$ cat config.mk
export PLATFORM = sky130hd
export DESIGN_NAME = cmdWatchdog
export DESIGN_NICKNAME = d
export VERILOG_FILES = /design/src/rtl/wdt_pkg.sv /design/src/rtl/wdtControl.sv /design/src/rtl/wdtDatapath.sv /design/src/rtl/cmdWatchdog.sv
export SDC_FILE = /design/constraint.sdc
export NUM_CORES = 1
export LEC_CHECK = 0
export ABC_CLOCK_PERIOD_IN_PS = 2300
export CORE_ASPECT_RATIO = 2
export CORE_MARGIN = 3
export CORE_UTILIZATION = 54
export DETAILED_ROUTE_END_ITERATION = 12
export PLACE_DENSITY = 0.79
export SETUP_SLACK_MARGIN = 0.4
export SYNTH_ARGS = -nofsm -noshare
export SYNTH_HDL_FRONTEND = slang
export SYNTH_HIERARCHICAL = 1
export SYNTH_SLANG_ARGS = --single-unit
$ cat constraint.sdc
create_clock -name clk -period 2.3 [get_ports clk]
set_input_delay 0.23 -clock clk [delete_from_list [all_inputs] [get_ports clk]]
set_output_delay 0.23 -clock clk [all_outputs]
set_load 0.005 [all_outputs]
$ cat src/rtl/wdt_pkg.sv
package wdt_pkg;
  localparam int TAG_W = 3;

  typedef enum logic [TAG_W-1:0] {
    TAG_NONE    = 3'd0,
    TAG_BOOTFLT = 3'd1,
    TAG_SELFTST = 3'd2,
    TAG_OSLOAD  = 3'd3,
    TAG_MGMTOS  = 3'd4,
    TAG_VENDOR  = 3'd5
  } ownerTag_e;

  localparam int TAG_FIRST = 1;
  localparam int TAG_LAST  = 5;

  // Strobes from control to datapath
  typedef struct packed {
    logic loadCfg;
    logic startCount;
  } wdtStrobe_t;
endpackage

$ cat src/rtl/wdtControl.sv
module wdtControl
  import wdt_pkg::*;
(
  input  logic             clk,
  input  logic             rstN,
  input  logic             cfgCmd,
  input  logic [TAG_W-1:0] cfgTag,
  input  logic             restartCmd,
  output wdtStrobe_t       strobe,
  output logic             errPulse
);
  logic configured;
  logic tagOk;
  logic rejectCfg;
  logic rejectRestart;
  logic [TAG_LAST:TAG_FIRST] tagHit;

  // One comparator per legal tag value
  for (genvar g = TAG_FIRST; g <= TAG_LAST; g++) begin : gTagCmp
    assign tagHit[g] = (cfgTag == TAG_W'(g));
  end
  assign tagOk = |tagHit;

  always_comb begin
    strobe            = '0;
    strobe.loadCfg    = cfgCmd && tagOk;
    strobe.startCount = restartCmd && !cfgCmd && configured;
    rejectCfg         = cfgCmd && !tagOk;
    rejectRestart     = restartCmd && !cfgCmd && !configured;
  end

  always_ff @(posedge clk) begin
    if (!rstN) begin
      configured <= 1'b0;
      errPulse   <= 1'b0;
    end else begin
      errPulse <= rejectCfg || rejectRestart;
      if (strobe.loadCfg) configured <= 1'b1;
    end
  end


  early_restart_err_chk: assert property (@(posedge clk) disable iff (!rstN)
    (restartCmd && !cfgCmd && !configured) |=> errPulse);

  cfg_blocks_restart_chk: assert property (@(posedge clk) disable iff (!rstN)
    cfgCmd |-> !strobe.startCount);
endmodule

$ cat src/rtl/wdtDatapath.sv
module wdtDatapath
  import wdt_pkg::*;
#(
  parameter int TIMEOUT_W = 16
) (
  input  logic                 clk,
  input  logic                 rstN,
  input  logic                 tickEn,
  input  wdtStrobe_t           strobe,
  input  logic [TIMEOUT_W-1:0] timeoutIn,
  input  logic [TAG_W-1:0]     tagIn,
  output logic                 expirePulse,
  output logic                 expiredFlag,
  output logic [TAG_W-1:0]     expiredTag,
  output logic                 running
);
  localparam int CNT_W = TIMEOUT_W + 1;
  localparam logic [CNT_W-1:0] FULL_RANGE = CNT_W'(1) << TIMEOUT_W;

  logic [TIMEOUT_W-1:0] storedTimeout;
  logic [TAG_W-1:0]     storedTag;
  logic [CNT_W-1:0]     count;
  logic [CNT_W-1:0]     loadVal;
  logic                 lastTick;

  assign loadVal  = (storedTimeout == '0) ? FULL_RANGE : CNT_W'(storedTimeout);
  assign lastTick = running && tickEn && (count == CNT_W'(1));

  always_ff @(posedge clk) begin
    if (!rstN) begin
      storedTimeout <= '0;
      storedTag     <= '0;
      count         <= '0;
      running       <= 1'b0;
      expirePulse   <= 1'b0;
      expiredFlag   <= 1'b0;
      expiredTag    <= '0;
    end else begin
      expirePulse <= 1'b0;
      if (strobe.loadCfg) begin
        storedTimeout <= timeoutIn;
        storedTag     <= tagIn;
        running       <= 1'b0;
        expiredFlag   <= 1'b0;
      end else if (strobe.startCount) begin
        count   <= loadVal;
        running <= 1'b1;
      end else if (lastTick) begin
        count       <= '0;
        running     <= 1'b0;
        expirePulse <= 1'b1;
        expiredFlag <= 1'b1;
        expiredTag  <= storedTag;
      end else if (running && tickEn) begin
        count <= count - CNT_W'(1);
      end
    end
  end


  expire_single_chk: assert property (@(posedge clk) disable iff (!rstN)
    expirePulse |=> !expirePulse);

  expire_state_chk: assert property (@(posedge clk) disable iff (!rstN)
    expirePulse |-> (expiredFlag && !running));

  cfg_stops_chk: assert property (@(posedge clk) disable iff (!rstN)
    strobe.loadCfg |=> (!running && !expiredFlag));

  start_runs_chk: assert property (@(posedge clk) disable iff (!rstN)
    strobe.startCount |=> running);

  hold_count_chk: assert property (@(posedge clk) disable iff (!rstN)
    (running && !tickEn && !strobe.startCount && !strobe.loadCfg) |=> $stable(count));
endmodule

$ cat src/rtl/cmdWatchdog.sv
module cmdWatchdog
  import wdt_pkg::*;
#(
  parameter int TIMEOUT_W = 16
) (
  input  logic                 clk,
  input  logic                 rstN,
  input  logic                 tickEn,
  input  logic                 cfgCmd,
  input  logic [TIMEOUT_W-1:0] cfgTimeout,
  input  logic [TAG_W-1:0]     cfgTag,
  input  logic                 restartCmd,
  output logic                 expirePulse,
  output logic                 expiredFlag,
  output logic [TAG_W-1:0]     expiredTag,
  output logic                 running,
  output logic                 errPulse
);
  wdtStrobe_t strobe;

  wdtControl uCtl (
    .clk        (clk),
    .rstN       (rstN),
    .cfgCmd     (cfgCmd),
    .cfgTag     (cfgTag),
    .restartCmd (restartCmd),
    .strobe     (strobe),
    .errPulse   (errPulse)
  );

  wdtDatapath #(.TIMEOUT_W(TIMEOUT_W)) uDp (
    .clk         (clk),
    .rstN        (rstN),
    .tickEn      (tickEn),
    .strobe      (strobe),
    .timeoutIn   (cfgTimeout),
    .tagIn       (cfgTag),
    .expirePulse (expirePulse),
    .expiredFlag (expiredFlag),
    .expiredTag  (expiredTag),
    .running     (running)
  );
endmodule

==> flow_metrics.env, run 1 <==
export IMPL_pin_count=31
export IMPL_grt_overflow_total=0
export IMPL_power_leakage_uw=0.00115
export IMPL_cp_arrival_ps=2080
export IMPL_synth_most_common_cell="dfxtp_1"
export IMPL_synthArstFlopShare_pct=0
export IMPL_core_rowCount=32
export IMPL_h_tree_depth=2
export IMPL_slew_headroom_pct=69.0
export IMPL_grt_max_degree=22
export IMPL_fin_util_pct=76.1
export IMPL_routed_wl_um=6600
export IMPL_antenna_found_initial=0
export IMPL_yosys_area_share_adder_pct=1.11
export IMPL_critPathKind="reg -> reg"
export IMPL_initialDrtViolationCount=133
export IMPL_critPathCaptureType="flip-flop"
export IMPL_power_per_cell_area_nw_per_um2=677
export IMPL_max_freq_mhz=526
export IMPL_worstMarginPinSlew_ps=461
export IMPL_hp_class="in -> reg"
export IMPL_clkTransAtPathRegs_ps=90
export IMPL_synth_area_per_cell_sq_um=8.82
export IMPL_die_x_um=51.7
export IMPL_route_detailed_drc=0
export IMPL_via_count=2235
export IMPL_cts_tree="yes"
export IMPL_antennaDiodeCount=0
export IMPL_synth_cell_types=52
export IMPL_synth_compound_area_share_pct=18.3
export IMPL_cts_root_buf="clkbuf_8"
export IMPL_synth_fp_nets=282
export IMPL_grt_setup_unrepaired="yes"
export IMPL_ys_seq_elements=44
export IMPL_clock_sinks=44
export IMPL_port_buffers=30
export IMPL_yosys_area_top_type="dfxtp_1"
export IMPL_final_nets=330
export IMPL_met3_usage_pct=4.61
export IMPL_hpwl_um=4300
export IMPL_drive_gt1_share_pct=20.7
export IMPL_initial_core_util_pct=57.6
export IMPL_met2_usage_pct=43.4
export IMPL_fin_worst_skew_ps=4.93
export IMPL_cts_path_max_buffers=2
export IMPL_wire_per_inst_um=18.5
export IMPL_synthTopCellsByCount="dfxtp_1, nor2_1, mux2i_1, a21oi_1, nand2_1"
export IMPL_grt_pass1_vias=2155
export IMPL_first_pass_iters=7
export IMPL_synthMuxAreaShare_pct=8.86
export IMPL_worstSkewPairLatency_ps=300
export IMPL_synthTopCellsByArea="dfxtp_1, mux2i_1, nor2_1"
export IMPL_cts_hold_buf=0
export IMPL_vdd_ir_drop_worst_mv=0.500
export IMPL_cts_buffers_inserted=5
export IMPL_grt_pass1_wl_um=9770
export IMPL_startpoint_type="flip-flop"
export IMPL_die_h_um=97.5
export IMPL_outcome="complete, no violations"
export IMPL_gr_usage_met1_pct=28.2
export IMPL_core_sq_um=3920
export IMPL_synthSimpleGateAreaFrac_pct=27.1
export IMPL_synth_edf_count=0
export IMPL_die_area_sq_um=5040
export IMPL_finalCritPeriodShare_pct=82.7
export IMPL_synth_xor_area_share_pct=1.55
export IMPL_syn_area_sq_um=2260
export IMPL_netlist_instances=256
export IMPL_grt_use_total_pct=25.0
export IMPL_busiest_layer="met2"
export IMPL_slew_violations=0
export IMPL_synth_top_family_by_area="simple AND/OR/NAND/NOR gates"
export IMPL_ys_dominant_reg_cell="dfxtp_1"
export IMPL_avgViaCountPerCell=6.28
export IMPL_final_hold_viol_count=0
export IMPL_period_minus_slack_ps=1900
export IMPL_syn2layout_area_growth_pct=32.2
export IMPL_antenna_left=0
export IMPL_setup_tns_ps=0
export IMPL_yosysSeqAreaShare_pct=39.0
export IMPL_setup_viol=0
export IMPL_maxCapViolations=0
export IMPL_ys_warn_count=6
export IMPL_cp_max_fo=6
export IMPL_cp_data_required_time_ps=2480
export IMPL_routabilityCongestion=0.909
export IMPL_netlist_area_leader_share_pct=39.0
==> metrics by stage <==
stage	setup WS (ps)	cells	total power, uW	area [sq um]	hold slack [ps]
after CTS	388	347	1940	2830	462
final	399	356	2020	2990	317
after floorplan	398	256	1190	2270	352
after global routing	351	356	2090	2990	349
after global placement	26.4	337	1330	2690	438
after detailed placement	-24.2	337	1340	2690	450
==> per-layer routing <==
metal,part of all wire [%],vias to the layer above
met3,5.3,22
met1,38,1066
met4,2.2,0
li1,-,1050
met5,0,-
met2,55,97
==> what timing repair did <==
| item | 4_1_cts | 5_1_grt |
|---|---|---|
| setup endpoints to repair | 14 | 15 |
| cloned | 0 | 2 |
| pin swaps | 2 | 11 |
| setup buffers | 2 | 7 |
| gates resized for setup | 6 | 23 |
==> flip-flops by register name, indices dropped and copies added, names as in the netlist <==
| name | flops |
|---|---|
| uDp/count | 17 |
| uDp/expiredTag | 3 |
| uCtl/errPulse | 1 |
| uDp/storedTag | 3 |
| uCtl/configured | 1 |
| uDp/expirePulse | 1 |
| uDp/running | 1 |
| uDp/storedTimeout | 16 |
| uDp/expiredFlag | 1 |
==> where the power goes <==
part           internal [uW]  switching, uW  leakage (uW)  total, uW
logic                    270            285      0.000739        555
registers                806           58.2      0.000361        864
clock network            322            279     0.0000541        601
total                   1400            622       0.00115       2020
==> kinds of logic (layout without fill, tap and decap cells) <==
kind of cell    Yosys count  count (layout)
xor+xnor                  4               4
fa+ha+maj                 2               2
mux                      20              20
simple gates            102             103
compound gates           61              61
buf+inv                  23              71
flops                    44              44
==> critical path, cell delays in order, from the launching register on <==
cell and delay, ps:
dfxtp_4 380, nor4_4 460, buf_4 190, nand4b_1 160, nor3_1 240, mux2i_1 250
o32ai_1 110
==> cells in the final DEF (no fill, tap or decap), types with 4 or more instances in the layout <==
| cell | Yosys | final |
|---|---|---|
| nor3_1 | 7 | 7 |
| o21ai_0 | 9 | 7 |
| dfxtp_1 | 44 | 40 |
| nor4_1 | 6 | 4 |
| nand3_1 | 9 | 6 |
| mux2i_1 | 20 | 20 |
| nand2_1 | 14 | 13 |
| inv_1 | 7 | 7 |
| nand4_1 | 6 | 6 |
| nor2_1 | 35 | 34 |
| a31oi_1 | 4 | 4 |
| buf_4 | 0 | 20 |
| clkdlybuf4s50_1 | 0 | 28 |
| nor4_4 | 6 | 6 |
| a21oi_1 | 18 | 18 |
| nand2b_1 | 4 | 4 |
| clkbuf_8 | 0 | 5 |
==> final timing paths <==
check                                         end  cells after the start              start  slack, ps
worst max-delay path                uDp/count[15]                      6       uDp/count[8]        400
worst min-delay path             uDp/storedTag[2]                      3          cfgTag[2]        320
worst max register to register      uDp/count[15]                      6       uDp/count[8]        400
worst min register to register  uDp/expiredTag[2]                      2  uDp/expiredTag[2]        460
==> cell type report <==
cell class	count	area, sq um
fillers	302	938
inverters	8	30.0
well taps	51	63.8
flip-flops and latches	44	888
multi-input cells	190	1360
repair buffers	55	534
clock inverters	3	42.5
clock buffers	5	68.8
Note: power is estimated with default switching activity, not from simulation.
==> run 2: changes to the inputs <==
--- a/config.mk
+++ b/config.mk
@@ -5,7 +5,7 @@
 export SDC_FILE = /design/constraint.sdc
 export NUM_CORES = 1
 export LEC_CHECK = 0
-export ABC_CLOCK_PERIOD_IN_PS = 2300
+export ABC_CLOCK_PERIOD_IN_PS = 1800
 export CORE_ASPECT_RATIO = 2
 export CORE_MARGIN = 3
 export CORE_UTILIZATION = 54
==> constraint.sdc (replaced) <==
create_clock -name clk -period 1.8 [get_ports clk]
set_input_delay 0.18 -clock clk [delete_from_list [all_inputs] [get_ports clk]]
set_output_delay 0.18 -clock clk [all_outputs]
set_load 0.005 [all_outputs]
==> run 2 against run 1 <==
  * The run now ends with setup timing left
  * Flip-flop and latch count did not move
  * Critical path depth rose by 3
  * Sequential power grew 30%
  * Register-to-register slack got worse by 570 ps
  * Clock-buffer cell count is the same
  * Worst hold slack better by 69 ps
  * Clock skew is 1.5 ps higher
  * Fmax shrank 3.7%
  * Power is 58% higher
  * Largest power group is now combinational logic
==> flow_metrics.env, run 2 (synthesis gave the netlist of run 1 again) <==
export IMPL_outcome="complete, but fails checks"
export IMPL_violations="setup timing"
export IMPL_via_count=2967
export IMPL_worstMarginPinSlew_ps=433
export IMPL_crit_chain="inv_4 > ha_4 > buf_4 > nor3b_4 > buf_4 > nand4_1 > a21oi_2 > a21oi_2 > o22ai_2"
export IMPL_antennaDiodeCount=0
export IMPL_period_minus_slack_ps=1970
export IMPL_setup_tns_ps=-648
export IMPL_cts_root_buf="clkbuf_8"
export IMPL_finalPower_uw=3190
export IMPL_startpoint_type="flip-flop"
export IMPL_antenna_left=0
export IMPL_final_hold_viol_count=0
export IMPL_antenna_found_initial=0
export IMPL_worstSkewPairLatency_ps=320
export IMPL_core_sq_um=3920
export IMPL_top_regs="uDp/count (17), uDp/storedTimeout (16)"
export IMPL_met3_usage_pct=7.07
export IMPL_met2_usage_pct=63.6
export IMPL_first_pass_iters=7
export IMPL_power_leakage_uw=0.00152
export IMPL_port_buffers=30
export IMPL_regMostFlops="uDp/count"
export IMPL_grt_pass1_vias=2839
export IMPL_whs_ps=386
export IMPL_largest_register_ffs=17
export IMPL_grt_max_degree=19
export IMPL_critPathCaptureType="flip-flop"
export IMPL_final_common_cell="buf_4"
export IMPL_grt_overflow_total=0
export IMPL_maxCapViolations=0
export IMPL_busiest_layer="met2"
export IMPL_crit_family="compound AO/OA/AOI/OAI gates"
export IMPL_mostFrequentLayoutCells="buf_4, nor2_1, dfxtp_1, clkdlybuf4s50_1, mux2i_1"
export IMPL_cts_buffers_inserted=5
export IMPL_fin_worst_skew_ps=6.38
export IMPL_avgViaCountPerCell=7.31
export IMPL_cts_tree="yes"
export IMPL_hp_class="in -> reg"
export IMPL_fin_util_pct=96.8
export IMPL_wire_per_inst_um=30.5
export IMPL_hpwl_um=5160
export IMPL_clkTransAtPathRegs_ps=90
export IMPL_critPathKind="reg -> reg"
export IMPL_grt_setup_unrepaired="yes"
export IMPL_crit_buf_inv=3
export IMPL_route_detailed_drc=0
export IMPL_die_h_um=97.5
export IMPL_gr_usage_met1_pct=38.6
export IMPL_cp_arrival_ps=2220
export IMPL_crit_slowest_cell="dfxtp_4"
export IMPL_cp_data_required_time_ps=2050
export IMPL_slew_violations=0
export IMPL_grt_use_total_pct=37.8
export IMPL_h_tree_depth=2
export IMPL_power_per_cell_area_nw_per_um2=840
export IMPL_routabilityCongestion=0.882
export IMPL_grt_pass1_wl_um=14300
export IMPL_initialDrtViolationCount=284
export IMPL_routed_wl_um=12400
export IMPL_syn2layout_area_growth_pct=68.1
export IMPL_cts_path_max_buffers=2
export IMPL_worst_slack_ps=-174
export IMPL_die_area_sq_um=5040
export IMPL_cp_max_fo=3
export IMPL_setup_viol=12
export IMPL_finalCritPeriodShare_pct=110
export IMPL_final_nets=380
export IMPL_max_freq_mhz=506
export IMPL_initial_core_util_pct=57.6
export IMPL_cts_hold_buf=0
export IMPL_core_rowCount=32
export IMPL_slew_headroom_pct=70.9
export IMPL_clock_sinks=44
export IMPL_vdd_ir_drop_worst_mv=0.779
export IMPL_max_stage_delay_ps=370
export IMPL_die_x_um=51.7
export IMPL_drive_gt1_share_pct=47.3
export IMPL_pin_count=31
## run 2: changes by cell type in the layout (fill, tap and decap cells not counted), moves of 5 or more
cell	previous run	this run
a21oi_2	0	11
dfxtp_1	40	32
buf_6	3	15
nor3_1	7	2
buf_4	20	55
a21oi_1	18	7
## run 2: area by class of cell
type / count / area (sq um)
timing repair buffer: 106 / 977
inverter: 8 / 35.0
multi-input combinational: 189 / 1700
tap: 51 / 63.8
fill: 68 / 126
sequential: 44 / 908
clock buffer: 5 / 68.8
clock inverter: 3 / 42.5
## run 2: worst paths after layout
check,start,end,slack (ps),cells past startpoint
min reg2reg,uDp/storedTag[2],uDp/expiredTag[2],510,2
max reg2reg,uDp/count[1],uDp/count[12],-170,9
max,uDp/count[1],uDp/count[12],-170,9
min,cfgTag[0],uDp/storedTag[0],390,4
## run 2: per-stage QoR
step	instance area, sq um	worst slack [ps]	instances
6_report	3800	-174	406
4_1_cts	3580	56.7	399
2_1_floorplan	2470	131	256
5_1_grt	3800	-243	406
3_5_place_dp	3070	-218	364
3_3_place_gp	3070	-165	364
## run 2: what timing repair did
action | 4_1_cts | 5_1_grt
buffers inserted | 27 | 7
pin swaps | 29 | 24
gates resized for setup | 52 | 38
setup endpoints to repair | 43 | 24
## run 2: worst min-delay path, cell delays in order
cell	delay, ps
clkdlybuf4s15_1	200
buf_4	130
mux2i_1	70
nor2_1	90
## run 2: per-layer routing
metal / vias to the layer above / part of all wire [%] / wire (um)
li1: 1151 / - / -
met1: 1371 / 30 / 3660
met2: 293 / 46 / 5720
met3: 152 / 12 / 1450
met4: 0 / 12 / 1540
met5: - / 0 / 0
## run 2: power by group
group / total (uW) / internal [uW] / leakage [uW] / switching (uW)
clock network: 789 / 411 / 0.0000541 / 379
registers: 1120 / 1030 / 0.000366 / 91.7
logic: 1280 / 589 / 0.00109 / 689
